## src/rtl/clkpath_pkg.sv

```systemverilog
package clkpath_pkg;
    localparam int NUM_CH   = 4;
    localparam int NUM_SRC  = 4;
    localparam int NUM_PLL  = 3;
    localparam int NUM_SLOT = 6;
    localparam int SRC_W    = 2;

    typedef enum logic [SRC_W-1:0] {
        SRC_REF  = 2'd0,
        SRC_PLLA = 2'd1,
        SRC_PLLB = 2'd2,
        SRC_PLLC = 2'd3
    } src_sel_e;
endpackage

```

## src/rtl/clkpath_src_gate.sv

```systemverilog
module clkpath_src_gate
    import clkpath_pkg::*;
(
    input  logic [NUM_SRC-1:0] src_tick_i,
    input  logic [NUM_PLL-1:0] pll_pd_mask_i,
    input  logic               pd_i,
    output logic [NUM_SRC-1:0] eff_tick_o
);
    always_comb begin
        eff_tick_o[0] = src_tick_i[0];
        for (int j = 0; j < NUM_PLL; j++) begin
            eff_tick_o[j+1] = src_tick_i[j+1] & ~(pd_i & pll_pd_mask_i[j]);
        end
    end
endmodule

```

## src/rtl/clkpath_cfg_pick.sv

```systemverilog
module clkpath_cfg_pick
    import clkpath_pkg::*;
#(
    parameter int DIV_W = 4
) (
    input  logic [NUM_SLOT*SRC_W-1:0] cfg_src_i,
    input  logic [NUM_SLOT*DIV_W-1:0] cfg_div_i,
    input  logic                      sel_alt_i,
    output logic [NUM_CH*SRC_W-1:0]   ch_src_o,
    output logic [NUM_CH*DIV_W-1:0]   ch_div_o
);
    for (genvar k = 0; k < NUM_CH; k++) begin : g_ch
        localparam int BASE = k;
        localparam int ALT  = (k >= 2) ? k + 2 : k;
        always_comb begin
            if (sel_alt_i && (k >= 2)) begin
                ch_src_o[k*SRC_W +: SRC_W] = cfg_src_i[ALT*SRC_W +: SRC_W];
                ch_div_o[k*DIV_W +: DIV_W] = cfg_div_i[ALT*DIV_W +: DIV_W];
            end else begin
                ch_src_o[k*SRC_W +: SRC_W] = cfg_src_i[BASE*SRC_W +: SRC_W];
                ch_div_o[k*DIV_W +: DIV_W] = cfg_div_i[BASE*DIV_W +: DIV_W];
            end
        end
    end
endmodule

```

## src/rtl/clkpath_postdiv.sv

```systemverilog
module clkpath_postdiv
    import clkpath_pkg::*;
#(
    parameter int DIV_W = 4
) (
    input  logic               clk,
    input  logic               rst_n,
    input  logic [NUM_SRC-1:0] eff_tick_i,
    input  logic [SRC_W-1:0]   src_sel_i,
    input  logic [DIV_W-1:0]   div_code_i,
    input  logic               pwr_dn_i,
    output logic               tick_o
);
    typedef struct packed {
        logic [DIV_W-1:0] cnt;
        logic             tick;
    } pd_state_t;

    pd_state_t  st_d, st_q;
    logic [DIV_W-1:0] last_cnt;
    logic             picked;

    always_comb begin
        st_d      = st_q;
        st_d.tick = 1'b0;
        last_cnt  = (div_code_i == '0) ? '0 : div_code_i - 1'b1;
        picked    = eff_tick_i[src_sel_i];
        if (pwr_dn_i) begin
            st_d.cnt = '0;
        end else if (picked) begin
            if (st_q.cnt >= last_cnt) begin
                st_d.cnt  = '0;
                st_d.tick = 1'b1;
            end else begin
                st_d.cnt = st_q.cnt + 1'b1;
            end
        end
    end

    always_ff @(posedge clk or negedge rst_n) begin
        if (!rst_n) st_q <= '0;
        else        st_q <= st_d;
    end

    assign tick_o = st_q.tick;
endmodule

```

## src/rtl/clkpath_top.sv

```systemverilog
module clkpath_top
    import clkpath_pkg::*;
#(
    parameter int DIV_W = 4
) (
    input  logic                      clk,
    input  logic                      rst_n,
    input  logic [3:0]                src_tick_i,
    input  logic [11:0]               cfg_src_i,
    input  logic [6*DIV_W-1:0]        cfg_div_i,
    input  logic [6:0]                pd_mask_i,
    input  logic                      pd_i,
    input  logic                      oe_i,
    input  logic                      sel_alt_i,
    output logic [3:0]                clk_o,
    output logic [3:0]                drive_o,
    output logic                      osc_off_o
);
    localparam int MASK_W = NUM_PLL + NUM_CH;

    typedef struct packed {
        logic [NUM_CH-1:0] drive;
        logic              osc_off;
    } top_state_t;

    top_state_t st_d, st_q;
    logic [NUM_SRC-1:0]      eff_tick;
    logic [NUM_CH*SRC_W-1:0] ch_src;
    logic [NUM_CH*DIV_W-1:0] ch_div;

    clkpath_src_gate u_gate (
        .src_tick_i    (src_tick_i),
        .pll_pd_mask_i (pd_mask_i[NUM_PLL-1:0]),
        .pd_i          (pd_i),
        .eff_tick_o    (eff_tick)
    );

    clkpath_cfg_pick #(.DIV_W(DIV_W)) u_pick (
        .cfg_src_i (cfg_src_i),
        .cfg_div_i (cfg_div_i),
        .sel_alt_i (sel_alt_i),
        .ch_src_o  (ch_src),
        .ch_div_o  (ch_div)
    );

    for (genvar k = 0; k < NUM_CH; k++) begin : g_div
        clkpath_postdiv #(.DIV_W(DIV_W)) u_div (
            .clk        (clk),
            .rst_n      (rst_n),
            .eff_tick_i (eff_tick),
            .src_sel_i  (ch_src[k*SRC_W +: SRC_W]),
            .div_code_i (ch_div[k*DIV_W +: DIV_W]),
            .pwr_dn_i   (pd_i & pd_mask_i[NUM_PLL+k]),
            .tick_o     (clk_o[k])
        );
    end

    always_comb begin
        st_d.drive   = {NUM_CH{oe_i}};
        st_d.osc_off = pd_i & (&pd_mask_i[MASK_W-1:0]);
    end

    always_ff @(posedge clk or negedge rst_n) begin
        if (!rst_n) st_q <= '0;
        else        st_q <= st_d;
    end

    assign drive_o   = st_q.drive;
    assign osc_off_o = st_q.osc_off;
endmodule

```

## config.mk

```make
export PLATFORM = sky130hd
export DESIGN_NAME = clkpath_top
export DESIGN_NICKNAME = d
export VERILOG_FILES = /design/src/rtl/clkpath_pkg.sv /design/src/rtl/clkpath_src_gate.sv /design/src/rtl/clkpath_cfg_pick.sv /design/src/rtl/clkpath_postdiv.sv /design/src/rtl/clkpath_top.sv
export SDC_FILE = /design/constraint.sdc
export NUM_CORES = 1
export LEC_CHECK = 0
export BUFFER_PORTS_ARGS = -buffer_cell sky130_fd_sc_hd__buf_2
export CORE_ASPECT_RATIO = 0.8
export CORE_MARGIN = 2
export CORE_UTILIZATION = 39
export CTS_CLUSTER_DIAMETER = 60
export DETAILED_ROUTE_END_ITERATION = 8
export GPL_TIMING_DRIVEN = 0
export HOLD_SLACK_MARGIN = 0.05
export PLACE_DENSITY = 0.71
export SLEW_MARGIN = 15
export SYNTH_ARGS = -nofsm -noshare
export SYNTH_HDL_FRONTEND = slang
export SYNTH_SLANG_ARGS = --single-unit
```

## constraint.sdc

```tcl
create_clock -name clk -period 2 [get_ports clk]
set_clock_uncertainty 0.15 [all_clocks]
set_input_delay 0.1 -clock clk [delete_from_list [all_inputs] [get_ports clk]]
set_output_delay 0.1 -clock clk [all_outputs]
set_load 0.05 [all_outputs]
```

* Word level (Yosys, flattened, before mapping) *
Cells that the tools add are included.
Widths: inputs -> output; s select.

word-level totals
  logic and storage cells = 85
  output and inout port bits = 9
  input bits = 52
  bits in registers = 22

cells by class
  bitwise operators = 14
  magnitude comparators = 8
  muxes and demuxes = 36
  add/sub/neg operators = 8
  reduce and logical (&&, ||, !) cells = 9

operators by type and width
  operator             count
  $mux 4               14
  $mux 5               4
  $add 4x1->4 const B  4
  $ge 4x4->1           4
  $logic_not 4->1      4
  $sub 4x1->4 const B  4
  $lt 2x3->1 const B   4
  $mux 1               12
  $and 1x1->1          11
  $bmux 1 s2           4
  $reduce_bool 2->1    4
  $reduce_and 7->1     1
  $mux 2               2
  $not 1->1            3

* Longest topological paths before layout *
  depth after elaboration = 7
  depth in mapped cells = 11
  depth with buffers taken out = 10

* Cells and area by module *
Synthesis repeated with hierarchy kept, for this count alone.

second synthesis, totals
  cells, all modules = 209
  area total of the unflattened synthesis = 2204.6 sq um

by module, submodules not included
  module            instances  area an instance (sq um)  cells each  seq. area each (sq um)
  clkpath_postdiv   4          445.4                     42          125.1
  clkpath_cfg_pick  1          274.0                     25          0.0
  clkpath_top       1          118.9                     12          50.0
  clkpath_src_gate  1          30.0                      4           0.0

* Worst setup path after synthesis *
No wires, ideal clock.

  path type = input port to flip-flop
  from = in sel_alt_i
  to = reg g_div[2].u_div.st_q[4] (netlist bit)
  buffers on the path = 1
  library setup time = 0.082 ns
  arrival = 1.847 ns
  cell stages on the path = 11
  required time = 1.768 ns
  setup slack = -0.079 ns
  cells stage by stage = buf_2 nor3_1 a21oi_1 nor3b_1 a211oi_1 a31o_1 ha_1 a21oi_1 o21a_1 nand3_1 a31oi_1

on the way
  word-level cells in the longest chain between the ends = 7
  elaborated cells on any way between the ends = 12
  classes of those cells = add/sub: 1; order compare: 1; mux: 8; reduce/logical: 2

ends and longest elaborated chain
  item                                                   line                    text
  from (decl)                                            clkpath_top.sv:14       input logic sel_alt_i,
  $mux 4                                                 clkpath_cfg_pick.sv:16  if (sel_alt_i && (k >= 2)) begin
  $sub 4x1->4 / $logic_not 4->1 (equally long branches)  clkpath_postdiv.sv:26   last_cnt = (div_code_i == '0) ? '0 : div_code_i - 1'b1;
  $mux 4                                                 clkpath_postdiv.sv:26
  $ge 4x4->1                                             clkpath_postdiv.sv:31   if (st_q.cnt >= last_cnt) begin
  $mux 4                                                 clkpath_postdiv.sv:31
  $mux 5                                                 clkpath_postdiv.sv:30   end else if (picked) begin
  $mux 4                                                 clkpath_postdiv.sv:28   if (pwr_dn_i) begin
  to (signal assigned)                                   clkpath_postdiv.sv:42   else st_q <= st_d;
  to (decl)                                              clkpath_postdiv.sv:19   pd_state_t st_d, st_q;

Several ways; a longest one is shown, not always the timed one. The select of a mux whose other input is x is not followed.
A chain may end at the register's enable or synchronous reset.

* Worst setup path after layout *
Ends and elaborated chain as after synthesis.

==> results.cfg <==
[synthesis]
syn_area_um2 = 1960
synth.net_count = 304
ys_ff_latch = 22
yosysMostFrequentCell = nand2_1
ys_top_cells_by_area = dfrtp_1, ha_1, a21oi_1
synth_top_area_share_pct = 28.0
ys_warn_count = 0
postSynthCellCount = 232
synth-seq-area-share_pct = 28.0
synthTopCellsByCount = nand2_1, a21oi_1, dfrtp_1
ys_types = 36
synth_flop_cell = dfrtp_1
yosys.area.top_type = dfrtp_1
avgSynthCellArea_um2 = 8.47
synth_edf_count = 0
async_reset_ff_share_pct = 100

[die]
die_h_um = 67.5
io-pin-count = 61
initial_utilization_pct = 39.9
rows = 23
coreArea_um2 = 4920
die_w_um = 83.3
die_area_um2 = 5620

[cells_and_area]
antennaDiodeCount = 0
drive_gt1_share_pct = 33.0
instances_no_fill = 368
final_nets = 379
area_growth_pct = 31.8
stdcell_area_um2 = 2590
fillers = 454

[clocking]
cts_tree = built
clock_latency_ns = 0.27
cts.sinks = 22
clk_pin_slew_ns = 0.08
numCtsBuffers = 3
h-tree-depth = 1
clk_path_buf_depth = 2
clock-root-buffer = clkbuf_8

[timing]
hold_viol = 0
setup_viol = 0
final_max_slew_viol_count = 0
worst_slack_ns = 0.131
fin_setup_tns_ns = 0
max_slew.worst_pin.slew_ns = 0.466
period_share_pct = 93.4
fmax_ghz = 0.535
grt_setup_unrepaired = false
relSlewSlack_pct = 68.9
fin_crit_ns = 1.87

[routing]
drt_iter0_markers = 60
vias_per_cell = 5.20
vias = 1915
route.detailed.wl_per_inst_um = 11.8
wl_um = 4330
drt_first_pass_iters = 4
post-route-drc-count = 0
postRouteAntennaNets = 0

[global_route]
antenna_found_initial = 0
grt_pass1_wl_um = 7040
gr-total-overflow = 0
grt_util_all_layers_pct = 15.5
grt_pass1_vias = 1612
grt_start_max_net_pins = 23

[power_and_ir_drop]
powerDensity_nw_per_um2 = 744
p_leak_nw = 1.23
total_power_mw = 1.93
irDropWorstVdd_v = 0.000516

[worst_hold_path]
hold_class = primary input to register

[placement]
post-place-ws_ns = -0.430
place.gp.congestion = 0.802
dp_hpwl_um = 3330
place_area_um2 = 2340
dp_cells = 353
portBuffers = 59

[worst_setup_path]
cp_max_fo = 6
endpoint_kind = register
crit_type = primary input to register
worstPathArrival_ns = 1.91
required_ns = 2.04
worstSetupStartpointType = primary input

[outcome]
status = finished clean

[job]
maxCapViolations = 0
path summary, 6_finish.rpt:
check | from | to | slack (ns) | cells past startpoint
max in group asynchronous | rst_n | g_div[0].u_div.st_q[4]$_DFFE_PN0P_ | 1.22 | 2
min in group asynchronous | rst_n | g_div[1].u_div.st_q[2]$_DFFE_PN0P_ | 0.16 | 2
worst max register to register | g_div[0].u_div.st_q[1]$_DFFE_PN0P_ | g_div[0].u_div.st_q[4]$_DFFE_PN0P_ | 0.20 | 7
worst max-delay path | sel_alt_i | g_div[2].u_div.st_q[4]$_DFFE_PN0P_ | 0.13 | 12
worst min register to register | g_div[3].u_div.st_q[1]$_DFFE_PN0P_ | g_div[3].u_div.st_q[1]$_DFFE_PN0P_ | 0.43 | 2
worst min-delay path | pd_mask_i[4] | g_div[1].u_div.st_q[1]$_DFFE_PN0P_ | 0.07 | 3
sequential cells by signal, summed over array words and instances, names as in the netlist:
| name | cells |
|---|---|
| drive_o | 1 |
| g_div.u_div.st_q | 16 |
| g_div.u_div.tick_o | 4 |
| osc_off_o | 1 |
cell type report:
type	count	area, um^2	area share (%)
tap	62	77.6	3.00
buffer	10	83.8	3.24
inverter	9	33.8	1.30
clock buffer	4	55.1	2.13
sequential	22	551	21.3
multi-input combinational	191	1370	52.9
timing repair buffer	70	419	16.2
kinds of logic (layout without fill, tap and decap cells):
family	Yosys count	after routing	share of synthesized area (%)
adder cells (fa/ha/maj)	20	20	12.7
flip-flops	22	22	28.0
AND/OR/NAND/NOR	94	94	24.3
AO/OA/AOI/OAI	62	62	19.7
buffers and inverters	19	93	5.41
multiplexers	15	15	9.81
through the flow:
step / util [%] / hold WS [ns]
finish: 52.6 / 0.0665
global route: 52.6 / 0.0795
CTS: 50.2 / 0.0643
detailed placement: 47.6 / -0.0582
global placement: 47.6 / -0.0621
floorplan: - / -0.346
power by group:
group / switching (mW) / internal [mW] / leakage (nW)
Clock: 0.149 / 0.176 / 0.0288
Sequential: 0.131 / 0.565 / 0.294
Combinational: 0.486 / 0.419 / 0.908
metal layers:
layer	share of wire [%]	GRT usage, %	vias to the layer above
met5	0	0	-
met4	0.88	4.71	0
met3	2.9	3.42	5
met2	51	27.3	23
met1	46	19.4	890
li1	-	-	997
worst max-delay path, stage by stage:
cell      delay, ns
buf_6          0.11
buf_8          0.12
nor3_2         0.18
a21oi_2        0.08
o211ai_1       0.17
o31ai_1        0.10
ha_1           0.29
nand2b_1       0.15
a21oi_2        0.13
o21a_2         0.20
nand3_1        0.09
a31oi_1        0.17
timing repair:
item,CTS,global route
setup endpoints to repair,5,12
buffers inserted,0,4
pin swaps,0,7
resized for setup,3,18
gates cloned,0,2
hold endpoints to repair,24,0
hold buffers,6,0
placed cells by master (no fill, tap or decap), drive strengths merged, types with 2 or more instances in the layout:
cell	n
a32o	2
dfrtp	22
nor2	11
mux2	4
o31ai	5
and2	5
ha	20
o21a	7
nand2b	6
nand3	17
buf	72
nand4	2
clkinv	4
mux4	3
nand2	29
a21oi	23
nor2b	4
inv	5
clkbuf	6
nor3	13
nor3b	5
a31oi	3
dlygate4sd3	5
a21bo	4
o21ai	14
mux2i	8
Note: power is estimated with default switching activity, not from simulation.
